[src/rtl/txclk_gen.sv]
module txclk_gen #(
  parameter int DIV_W = 12
) (
  input  logic             clk,
  input  logic             rst_n,
  input  logic [DIV_W-1:0] div_val,
  input  logic [1:0]       src_sel,
  input  logic             invert,
  input  logic             out_mode,
  input  logic             xfer_active,
  input  logic             rx_clk,
  input  logic             pad_clk_in,
  output logic             div_clk,
  output logic             pad_sync,
  output logic             pad_rise,
  output logic             pad_fall,
  output logic             tx_clk,
  output logic             tx_rise,
  output logic             tx_fall,
  output logic             pad_clk_out,
  output logic             pad_oe
);

  localparam logic [1:0] SRC_RX  = 2'd0;
  localparam logic [1:0] SRC_DIV = 2'd1;
  localparam logic [1:0] SRC_PAD = 2'd2;

  logic [DIV_W-1:0] div_q;
  logic [DIV_W-1:0] cnt;
  logic             pad_s1, pad_s2, pad_s3;
  logic             tx_prev;
  logic             sel_clk;

  // divider: level held for div_q cycles, restart on new value
  always_ff @(posedge clk or negedge rst_n) begin
    if (!rst_n) begin
      div_q   <= '0;
      cnt     <= '0;
      div_clk <= 1'b0;
    end else if (div_val != div_q) begin
      div_q   <= div_val;
      cnt     <= '0;
      div_clk <= 1'b0;
    end else if (div_q == '0) begin
      cnt     <= '0;
      div_clk <= 1'b0;
    end else if (cnt == div_q - 1'b1) begin
      cnt     <= '0;
      div_clk <= ~div_clk;
    end else begin
      cnt     <= cnt + 1'b1;
    end
  end

  // pad clock synchronizer and edge history
  always_ff @(posedge clk or negedge rst_n) begin
    if (!rst_n) begin
      pad_s1  <= 1'b0;
      pad_s2  <= 1'b0;
      pad_s3  <= 1'b0;
      tx_prev <= 1'b0;
    end else begin
      pad_s1  <= pad_clk_in;
      pad_s2  <= pad_s1;
      pad_s3  <= pad_s2;
      tx_prev <= tx_clk;
    end
  end

  assign pad_sync = pad_s2;
  assign pad_rise = pad_s2 & ~pad_s3;
  assign pad_fall = ~pad_s2 & pad_s3;

  always_comb begin
    case (src_sel)
      SRC_RX:  sel_clk = rx_clk;
      SRC_DIV: sel_clk = div_clk;
      SRC_PAD: sel_clk = pad_s2;
      default: sel_clk = 1'b0;
    endcase
  end

  assign tx_clk      = sel_clk ^ invert;
  assign tx_rise     = tx_clk & ~tx_prev;
  assign tx_fall     = ~tx_clk & tx_prev;
  assign pad_clk_out = sel_clk;
  assign pad_oe      = (out_mode | xfer_active) & ~(out_mode & (src_sel == SRC_PAD));

  p_div_zero_low_r2: assert property (@(posedge clk) disable iff (!rst_n)
    (div_val == '0) |=> !div_clk);

  p_restart_low_r4: assert property (@(posedge clk) disable iff (!rst_n)
    (div_val != div_q) |=> (!div_clk && cnt == '0));

  p_level_hold_r3: assert property (@(posedge clk) disable iff (!rst_n)
    (div_val == div_q && div_q != '0 && cnt != div_q - 1'b1) |=> $stable(div_clk));

  p_no_loop_r7: assert property (@(posedge clk) disable iff (!rst_n)
    (src_sel == SRC_PAD && out_mode) |-> !pad_oe);

  p_pad_raw_r6: assert property (@(posedge clk) disable iff (!rst_n)
    (src_sel == SRC_DIV) |-> (pad_clk_out == div_clk));

  p_pad_strobe_r8: assert property (@(posedge clk) disable iff (!rst_n)
    pad_rise |=> !pad_rise);

  p_strobe_excl_r9: assert property (@(posedge clk) disable iff (!rst_n)
    !(tx_rise && tx_fall));

endmodule

[config.mk]
export PLATFORM = sky130hd
export DESIGN_NAME = txclk_gen
export DESIGN_NICKNAME = d
export VERILOG_FILES = /design/src/rtl/txclk_gen.sv
export SDC_FILE = /design/constraint.sdc
export NUM_CORES = 1
export LEC_CHECK = 0
export ABC_CLOCK_PERIOD_IN_PS = 4390
export BUFFER_PORTS_ARGS = -buffer_cell sky130_fd_sc_hd__buf_4
export CAP_MARGIN = 30
export CORE_MARGIN = 2
export CORE_UTILIZATION = 54
export CTS_CLUSTER_DIAMETER = 100
export DETAILED_ROUTE_END_ITERATION = 10
export PLACE_DENSITY = 0.78
export SLEW_MARGIN = 15
export SYNTH_ARGS = -nofsm -noshare
export SYNTH_HDL_FRONTEND = slang
export SYNTH_SLANG_ARGS = --single-unit
[constraint.sdc]
create_clock -name clk -period 4.39 [get_ports clk]
set_clock_uncertainty 0.2 [all_clocks]
set_input_delay 0.439 -clock clk [delete_from_list [all_inputs] [get_ports clk]]
set_output_delay 0.439 -clock clk [all_outputs]
set_load 0.01 [all_outputs]
==> flow_summary.json, run 1 <==
{
  "clkTransAtPathRegs_ns": 0.09,
  "power_frac_seq_pct": 54.9,
  "drv_cap": 0,
  "peakVddDrop_v": 0.0002716,
  "gp_congestion": 0.8548,
  "power.total_mw": 0.5222,
  "layout.nets": 208,
  "synthTopCellsByArea": "dfrtp_1 (45%), xnor2_1 (14%), xor2_1 (6.6%)",
  "fin_ws_ns": 1.170,
  "insertion_delay_ns": 0.33,
  "cts_made_buffers": 5,
  "crit_fanout": 12,
  "fmax_mhz": 310.5,
  "core.rowCount": 19,
  "htree_num_levels": 2,
  "whs_ns": 0.02412,
  "yosysSeqAreaShare_pct": 45.35,
  "wirelength_um": 3254,
  "cts_max_path_buffers": 2,
  "synth_area_leader_cell": "dfrtp_1",
  "rsz0062_at_grt": "false",
  "drc_errors": 0,
  "tritoncts": "yes",
  "vias": 1234,
  "synth_top_area_share_pct": 45.35,
  "netlist_instances": 163,
  "io_pins": 30,
  "post-dp-hpwl_um": 2399,
  "power_switching_mw": 0.1326,
  "fin_crit_ns": 3.220,
  "die_y_um": 58.44,
  "synth-seq-cells": 29,
  "antenna_found_initial": 0,
  "clockPowerShare_pct": 31.5,
  "yosys_warnings": 0,
  "grt_pass1_vias": 1235,
  "cp-start-kind": "flip-flop",
  "cts_root_buf": "clkbuf_4",
  "die_w_um": 58.44,
  "hold_viol_final": 0,
  "clkSinkCount": 29,
  "fin_setup_tns_ns": 0,
  "worstSetupPathType": "flip-flop to flip-flop",
  "yosys.cell_types.count": 37,
  "cts_resized": 0,
  "start_util_pct": 57.53,
  "antenna_cells": 0,
  "post-route-period-util_pct": 73.36,
  "final_cell_mix": "dfrtp_1 (29), buf_4 (29), xnor2_1 (26)",
  "drv_slew": 0,
  "syn_area_sq_um": 1600,
  "r2r_cells": 6,
  "synth_nets": 186,
  "cp_data_required_time_ns": 4.37,
  "powerDensity_nw_per_um2": 280.3,
  "crit_arrival_ns": 3.20,
  "instances_no_fill": 216,
  "switching_share_pct": 25.39,
  "syn2layout_area_growth_pct": 16.42,
  "grt_max_degree": 30,
  "setup_viol_count_final": 0,
  "ant_nets": 0,
  "grt_remaining_overflow": 0,
  "dp.cells": 207,
  "routed_via_density": 5.713,
  "drtIter0Drc": 53,
  "syn_avg_cell_area_sq_um": 9.818,
  "hold_class": "primary input to flip-flop",
  "core_sq_um": 2781,
  "design.die.area_sq_um": 3415,
  "pre_cts_slack_ns": 1.223,
  "drive_gt1_share_pct": 20.54,
  "status": "completed",
  "grt_use_total_pct": 22.57,
  "io_buffers": 29,
  "p_leak_nw": 0.7889,
  "relSlewSlack_pct": 42.28,
  "endpoint_kind": "flip-flop",
  "power_frac_comb_pct": 13.6,
  "p_int_mw": 0.3897,
  "firstDrtPassIters": 4,
  "grt_first_pass_wirelength_um": 5699,
  "wl_per_cell_um": 15.06,
  "min_path_cells": 1,
  "tightest_slew_ns": 0.8641
}
[metrics by stage]
step                util (%)  cell area (sq um)
detailed placement     64.28               1788
CTS                    66.98               1863
global route           66.98               1863
global placement       64.28               1788
floorplan                  -               1600
finish                 66.98               1863
[synthesized netlist by cell type]
library cell	number
or3_2	1
a31oi_1	1
nor3b_1	2
a21oi_1	3
o31a_1	1
o21a_1	1
inv_1	5
nand2_1	4
nor2_1	17
xor2_1	12
nand4b_1	1
o21ai_0	2
xnor2_1	26
nand3_1	4
nor2b_1	3
o31ai_1	3
or4_4	1
ha_1	2
or3_1	1
nor4_1	2
nand4_1	5
clkbuf_1	13
and3_1	6
mux2i_1	1
nor3_1	4
buf_4	2
and4_1	1
or4_1	1
nor4b_1	1
buf_2	1
and2_1	1
o21bai_1	1
o311ai_0	1
o2111ai_1	1
a211oi_1	2
dfrtp_1	29
or4b_2	1
[state kept, by name, indices dropped and copies added, names as in the netlist]
signal and flops:
tx_prev 1, pad_sync 1, pad_s3 1, div_q 12, cnt 12, pad_s1 1, div_clk 1
[per-layer routing]
| layer | vias to the layer above | share of wire (%) | global-route usage (%) |
|---|---|---|---|
| met4 | 0 | 2.6 | 10.63 |
| met5 | - | 0 | 0 |
| li1 | 593 | - | - |
| met1 | 600 | 43 | 27.79 |
| met2 | 33 | 48 | 35.96 |
| met3 | 8 | 6.2 | 7.253 |
[kinds of logic (layout without fill, tap and decap cells)]
kind of cell | Yosys count | in the layout | share of synthesized area, %
xor gates and xnor gates | 38 | 38 | 20.80
muxes | 1 | 1 | 0.6255
buffers and inverters | 21 | 43 | 5.473
adders and majority gates | 2 | 2 | 1.563
DFF | 29 | 29 | 45.35
AOI/OAI and AO/OA | 16 | 16 | 6.881
and+or+nand+nor | 56 | 56 | 19.31
[critical path: stages, from the launching register on]
cell	delay (ns)
dfrtp_1	0.47
or4_4	0.57
or4_1	0.48
a211oi_1	0.27
o2111ai_1	0.18
o21bai_1	0.73
nor2_1	0.16
[worst paths after layout]
kind                                 startpoint               endpoint  slack (ns)
setup / recovery           div_q[5]$_DFFE_PN0N_       cnt[8]$_DFF_PN0_        1.17
hold / removal                      div_val[11]  div_q[11]$_DFFE_PN0N_        0.02
setup reg to reg           div_q[5]$_DFFE_PN0N_       cnt[8]$_DFF_PN0_        1.17
hold reg to reg                pad_s1$_DFF_PN0_     pad_sync$_DFF_PN0_        0.16
max in group asynchronous                 rst_n   div_q[3]$_DFFE_PN0N_        3.36
min in group asynchronous                 rst_n     pad_sync$_DFF_PN0_        0.36
[layout make-up]
cell class / count / area [sq um]
multi-input cells: 113 / 787.0
clock buffers: 7 / 55.05
flip-flops and latches: 29 / 725.7
inverters: 5 / 18.77
fillers: 234 / 918.4
repair buffers: 31 / 237.7
well taps: 31 / 38.79
[power groups by stage]
| stage | combinational (mW) | clock (mW) | sequential [mW] |
|---|---|---|---|
| CTS | 0.0717 | 0.169 | 0.286 |
| global placement | 0.0679 | 0 | 0.291 |
| finish | 0.0710 | 0.165 | 0.287 |
| floorplan | 0.0401 | 0 | 0.287 |
| global route | 0.0782 | 0.180 | 0.289 |
| detailed placement | 0.0698 | 0 | 0.292 |
[what timing repair did]
action                    CTS  global route
buffers inserted            0             0
hold buffers                2             0
hold endpoints to repair   30             0
Note: power is estimated with default switching activity, not from simulation.
==> run 2, diff against run 1 <==
--- a/config.mk
+++ b/config.mk
@@ -5,7 +5,7 @@
 export SDC_FILE = /design/constraint.sdc
 export NUM_CORES = 1
 export LEC_CHECK = 0
-export ABC_CLOCK_PERIOD_IN_PS = 4390
+export ABC_CLOCK_PERIOD_IN_PS = 3350
 export BUFFER_PORTS_ARGS = -buffer_cell sky130_fd_sc_hd__buf_4
 export CAP_MARGIN = 30
 export CORE_MARGIN = 2
==> constraint.sdc (replaced) <==
create_clock -name clk -period 3.35 [get_ports clk]
set_clock_uncertainty 0.2 [all_clocks]
set_input_delay 0.335 -clock clk [delete_from_list [all_inputs] [get_ports clk]]
set_output_delay 0.335 -clock clk [all_outputs]
set_load 0.01 [all_outputs]
==> run 2 against run 1 <==
Compared with the run above: combinational power increased by 46%; global-route usage grew 0.27 points; non-clock buffer count increased by 13; utilization is 4.6 points higher; count of clock-buffer cells in the layout stayed put; final cell count rose by 6.0%; register-to-register slack lost 0.52 ns; sequential share of layout area shrank 2.5 points; highest routed layer unchanged.
==> flow_summary.json, run 2 (same netlist as run 1, synthesis figures left out) <==
{
  "status": "completed",
  "cp_cell_sequence": "or4_4 > or4_1 > a211oi_1 > o2111ai_1 > or3_1 > a21oi_1",
  "relSlewSlack_pct": 58.64,
  "cts_made_buffers": 5,
  "cts_resized": 0,
  "cts_setup_buffers": 0,
  "rsz0062_at_grt": "false",
  "design.die.area_sq_um": 3415,
  "hold_class": "primary input to flip-flop",
  "die_y_um": 58.44,
  "dp.cells": 208,
  "ant_nets": 0,
  "post-dp-hpwl_um": 2321,
  "grt_pass1_vias": 1300,
  "fin_setup_tns_ns": 0,
  "grt_use_total_pct": 22.84,
  "cp-start-kind": "flip-flop",
  "crit_arrival_ns": 2.76,
  "vias": 1265,
  "post-route-period-util_pct": 80.76,
  "drive_gt1_share_pct": 19.70,
  "cp_data_required_time_ns": 3.40,
  "cts_max_path_buffers": 2,
  "clkSinkCount": 29,
  "core.rowCount": 19,
  "syn2layout_area_growth_pct": 24.39,
  "worstSetupPathType": "flip-flop to flip-flop",
  "io_buffers": 29,
  "setup_viol_count_final": 0,
  "pre_cts_slack_ns": 0.6751,
  "largest_registers": "cnt: 12 flops, div_q: 12 flops",
  "insertion_delay_ns": 0.32,
  "wirelength_um": 3285,
  "cts_root_buf": "clkbuf_4",
  "gp_congestion": 0.8956,
  "drc_errors": 0,
  "antenna_found_initial": 0,
  "instances_no_fill": 229,
  "cp_slowest_cell": "or4_4",
  "start_util_pct": 57.53,
  "antenna_cells": 0,
  "routed_via_density": 5.524,
  "clkTransAtPathRegs_ns": 0.08,
  "layout.nets": 221,
  "hold_viol_final": 0,
  "die_w_um": 58.44,
  "drtIter0Drc": 21,
  "peakVddDrop_v": 0.0004051,
  "powerDensity_nw_per_um2": 346.8,
  "crit_fanout": 7,
  "endpoint_kind": "flip-flop",
  "htree_num_levels": 2,
  "grt_remaining_overflow": 0,
  "tritoncts": "yes",
  "layout.cells.most_common": "buf_4",
  "final_cell_mix": "buf_4 (30), dfrtp_1 (29), xnor2_1 (26)",
  "drv_slew": 0,
  "grt_first_pass_wirelength_um": 5830,
  "fin_crit_ns": 2.705,
  "grt_max_degree": 30,
  "p_leak_nw": 0.8432,
  "whs_ns": 0.09287,
  "firstDrtPassIters": 4,
  "fin_ws_ns": 0.6446,
  "fmax_mhz": 369.6,
  "slowest_delay_ns": 0.58,
  "io_pins": 30,
  "drv_cap": 0,
  "core_sq_um": 2781,
  "wl_per_cell_um": 14.34,
  "tightest_slew_ns": 0.6157
}
[run 2: cell types whose count changed in the layout (fill, tap and decap cells not counted), sizes merged]
cell	delta
dlygate4sd3	+12
buf	+1
[run 2: layer usage]
| layer | track usage, % | wire, um | up-vias | share of wire [%] |
|---|---|---|---|---|
| li1 | - | - | 614 | - |
| met1 | 28.20 | 1396 | 597 | 42 |
| met2 | 36.12 | 1559 | 39 | 47 |
| met4 | 10.30 | 116 | 0 | 3.5 |
| met3 | 7.912 | 213 | 15 | 6.5 |
| met5 | 0 | 0 | - | 0 |
[run 2: stage by stage]
stage               instance area (sq um)  total power [mW]  utilization [%]
floorplan                            1600            0.4289                -
global placement                     1795            0.4708            64.55
detailed placement                   1795            0.4727            64.55
CTS                                  1991            0.6938            71.57
global route                         1991            0.7252            71.57
finish                               1991            0.6904            71.57
[run 2: area by class of cell]
class                   count  area (sq um)
inverters                   5         18.77
fillers                   207         790.8
well taps                  31         38.79
repair buffers             44         365.4
clock buffers               7         55.05
multi-input cells         113         787.0
flip-flops and latches     29         725.7
[run 2: worst max-delay path: cells and delay by family (launching register included)]
| family | cells | cell delay, ns |
|---|---|---|
| AND/OR/NAND/NOR | 3 | 1.41 |
| AO/OA/AOI/OAI | 3 | 0.57 |
| flip-flops | 1 | 0.47 |
[run 2: worst paths after layout]
check | startpoint | endpoint | slack [ns] | cells after the start
max reg2reg | div_q[5]$_DFFE_PN0N_ | div_clk$_DFFE_PN0P_ | 0.64 | 6
max | div_q[5]$_DFFE_PN0N_ | div_clk$_DFFE_PN0P_ | 0.64 | 6
min | invert | tx_prev$_DFF_PN0_ | 0.09 | 3
max in group asynchronous | rst_n | cnt[10]$_DFF_PN0_ | 2.42 | 2
min reg2reg | pad_s1$_DFF_PN0_ | pad_sync$_DFF_PN0_ | 0.18 | 0
min in group asynchronous | rst_n | pad_sync$_DFF_PN0_ | 0.26 | 2
[run 2: where the power goes]
part	internal (mW)	total (mW)	switching (mW)
Sequential	0.360	0.375	0.0149
Clock	0.0989	0.211	0.112
Combinational	0.0606	0.104	0.0437
Total	0.520	0.690	0.171
[run 2: repair_timing]
item,in CTS,in global routing
hold endpoints to repair,42,0
endpoints found under the setup margin,0,0
hold buffers,14,0
==> run 3, diff against run 2 <==
--- a/config.mk
+++ b/config.mk
@@ -5,14 +5,14 @@
 export SDC_FILE = /design/constraint.sdc
 export NUM_CORES = 1
 export LEC_CHECK = 0
-export ABC_CLOCK_PERIOD_IN_PS = 3350
+export ABC_CLOCK_PERIOD_IN_PS = 2200
 export BUFFER_PORTS_ARGS = -buffer_cell sky130_fd_sc_hd__buf_4
 export CAP_MARGIN = 30
 export CORE_MARGIN = 2
-export CORE_UTILIZATION = 54
+export CORE_UTILIZATION = 49
 export CTS_CLUSTER_DIAMETER = 100
 export DETAILED_ROUTE_END_ITERATION = 10
-export PLACE_DENSITY = 0.78
+export PLACE_DENSITY = 0.75
 export SLEW_MARGIN = 15
 export SYNTH_ARGS = -nofsm -noshare
 export SYNTH_HDL_FRONTEND = slang
==> constraint.sdc (replaced) <==
create_clock -name clk -period 2.2 [get_ports clk]
set_clock_uncertainty 0.2 [all_clocks]
set_input_delay 0.22 -clock clk [delete_from_list [all_inputs] [get_ports clk]]
set_output_delay 0.22 -clock clk [all_outputs]
set_load 0.01 [all_outputs]
==> run 3 against run 2 <==
Compared with the run above: the run now ends with setup timing left; critical path type unchanged; sequential share of layout area fell by 2.9 points; die area rose by 9.5%; register-to-register slack worse by 1.1 ns.
==> flow_summary.json, run 3 (same netlist as run 1, synthesis figures left out) <==
{
  "r2r_setup_slack_ns": -0.48,
  "largest_registers": "cnt: 12 flops, div_q: 12 flops",
  "p_int_mw": 0.8102,
  "core_sq_um": 3078,
  "grt_use_total_pct": 23.52,
  "cts_max_path_buffers": 2,
  "drv_slew": 0,
  "power.total_mw": 1.084,
  "drtIter0Drc": 51,
  "rsz0062_at_grt": "true",
  "io_pins": 30,
  "timing.rr.start": "div_q[5]$_DFFE_PN0N_",
  "layout.nets": 239,
  "power_frac_seq_pct": 51.7,
  "clkSinkCount": 29,
  "crit_fanout": 3,
  "endpoint_kind": "flip-flop",
  "start_util_pct": 51.99,
  "cp-startpoint": "div_q[5]$_DFFE_PN0N_",
  "cp_slowest_cell": "or4_4",
  "htree_num_levels": 2,
  "design.die.area_sq_um": 3739,
  "drive_gt1_share_pct": 27.78,
  "routed_via_density": 5.246,
  "antenna_found_initial": 0,
  "cp_cell_sequence": "or4_4 > or4_4 > a211oi_2 > o2111ai_2 > or3_1 > a21oi_2",
  "postLayoutCoreUtil_pct": 70.28,
  "slowest_delay_ns": 0.53,
  "fin_crit_ns": 2.685,
  "insertion_delay_ns": 0.32,
  "power_switching_mw": 0.2735,
  "worstSetupEndpoint": "div_clk$_DFFE_PN0P_",
  "core.rowCount": 20,
  "antenna_cells": 0,
  "wirelength_um": 3847,
  "cts_made_buffers": 5,
  "post-dp-hpwl_um": 2616,
  "powerDensity_nw_per_um2": 501.0,
  "violations": "setup timing",
  "switching_share_pct": 25.24,
  "drv_cap": 0,
  "vias": 1364,
  "cp_data_required_time_ns": 2.26,
  "fmax_mhz": 372.5,
  "grt_first_pass_wirelength_um": 6175,
  "post-route-period-util_pct": 122.0,
  "crit_arrival_ns": 2.75,
  "syn2layout_area_growth_pct": 35.18,
  "io_buffers": 29,
  "rr_endpoint": "div_clk$_DFFE_PN0P_",
  "hold_class": "primary input to asynchronous set/reset pin",
  "clkTransAtPathRegs_ns": 0.08,
  "gp_congestion": 0.8605,
  "setup_viol_count_final": 13,
  "cp-start-kind": "flip-flop",
  "grt_remaining_overflow": 0,
  "ant_nets": 0,
  "peakVddDrop_v": 0.0003580,
  "drc_errors": 0,
  "hold_viol_final": 0,
  "firstDrtPassIters": 4,
  "crit_top_cell": "or4_4",
  "p_leak_nw": 0.9312,
  "final_cell_mix": "buf_4 (47), dfrtp_1 (29), xnor2_1 (26)",
  "cts_root_buf": "clkbuf_4",
  "r2r_cells": 6,
  "tightest_slew_ns": 0.6106,
  "power_frac_comb_pct": 18.4,
  "wl_per_cell_um": 14.80,
  "die_y_um": 61.15,
  "die_w_um": 61.15,
  "fin_ws_ns": -0.4848,
  "relSlewSlack_pct": 58.72,
  "worstSetupPathType": "flip-flop to flip-flop",
  "tritoncts": "yes",
  "layout.cells.most_common": "buf_4",
  "grt_max_degree": 30,
  "status": "finished with violations",
  "grt_pass1_vias": 1396,
  "clockPowerShare_pct": 29.9,
  "whs_ns": 0.1536
}
## run 3: critical path: cells and delay by family, from the launching register on
family / cells / cell delay (ns)
and+or+nand+nor: 3 / 1.47
AOI/OAI and AO/OA: 3 / 0.56
DFF: 1 / 0.39
## run 3: final cells by class
cell class                 count  area (sq um)
timing repair buffer          62         503.0
tap                           44         55.05
fill                         231         914.6
sequential                    29         725.7
multi-input combinational    113         805.8
inverter                       5         18.77
clock buffer                   7         55.05
## run 3: worst min path at each step
stage | start | end | depth (start not counted)
floorplan | rst_n | cnt[0]$_DFF_PN0_ | 0
global placement | rst_n | div_q[1]$_DFFE_PN0N_ | 1
detailed placement | rst_n | div_q[1]$_DFFE_PN0N_ | 1
CTS | rst_n | div_q[0]$_DFFE_PN0N_ | 2
global route | rst_n | div_q[3]$_DFFE_PN0N_ | 2
finish | rst_n | div_q[4]$_DFFE_PN0N_ | 2
## run 3: power by group through the flow
stage                     clock (mW)  sequential (mW)  combinational, mW
after detailed placement           0            0.571              0.171
after global placement             0            0.569              0.167
after floorplan                    0            0.573             0.0810
after global routing           0.357            0.562              0.216
after CTS                      0.334            0.560              0.193
final                          0.324            0.560              0.200
## run 3: per-stage QoR
stage	cells	setup TNS, ns	instance area (sq um)	setup slack [ns]
2_1_floorplan	163	-4.822	1609	-0.4001
3_3_place_gp	237	-4.116	1937	-0.3237
3_5_place_dp	237	-4.584	1937	-0.3667
4_1_cts	259	-4.752	2142	-0.3835
5_1_grt	260	-7.042	2163	-0.5866
6_report	260	-5.779	2163	-0.4848
## run 3: timing repair
| action | 4_1_cts | 5_1_grt |
|---|---|---|
| resized for setup | 0 | 3 |
| endpoints found under the setup margin | 13 | 13 |
| hold endpoints to repair | 43 | 0 |
| pin swaps | 0 | 6 |
| gates cloned | 0 | 0 |
| hold buffers | 15 | 0 |
| setup buffers | 0 | 1 |
## run 3: metal layers
layer | GRT usage [%] | wire length (um)
met1 | 25.95 | 1475
met2 | 40.27 | 2022
met3 | 7.983 | 255
met4 | 11.80 | 93
met5 | 0 | 0
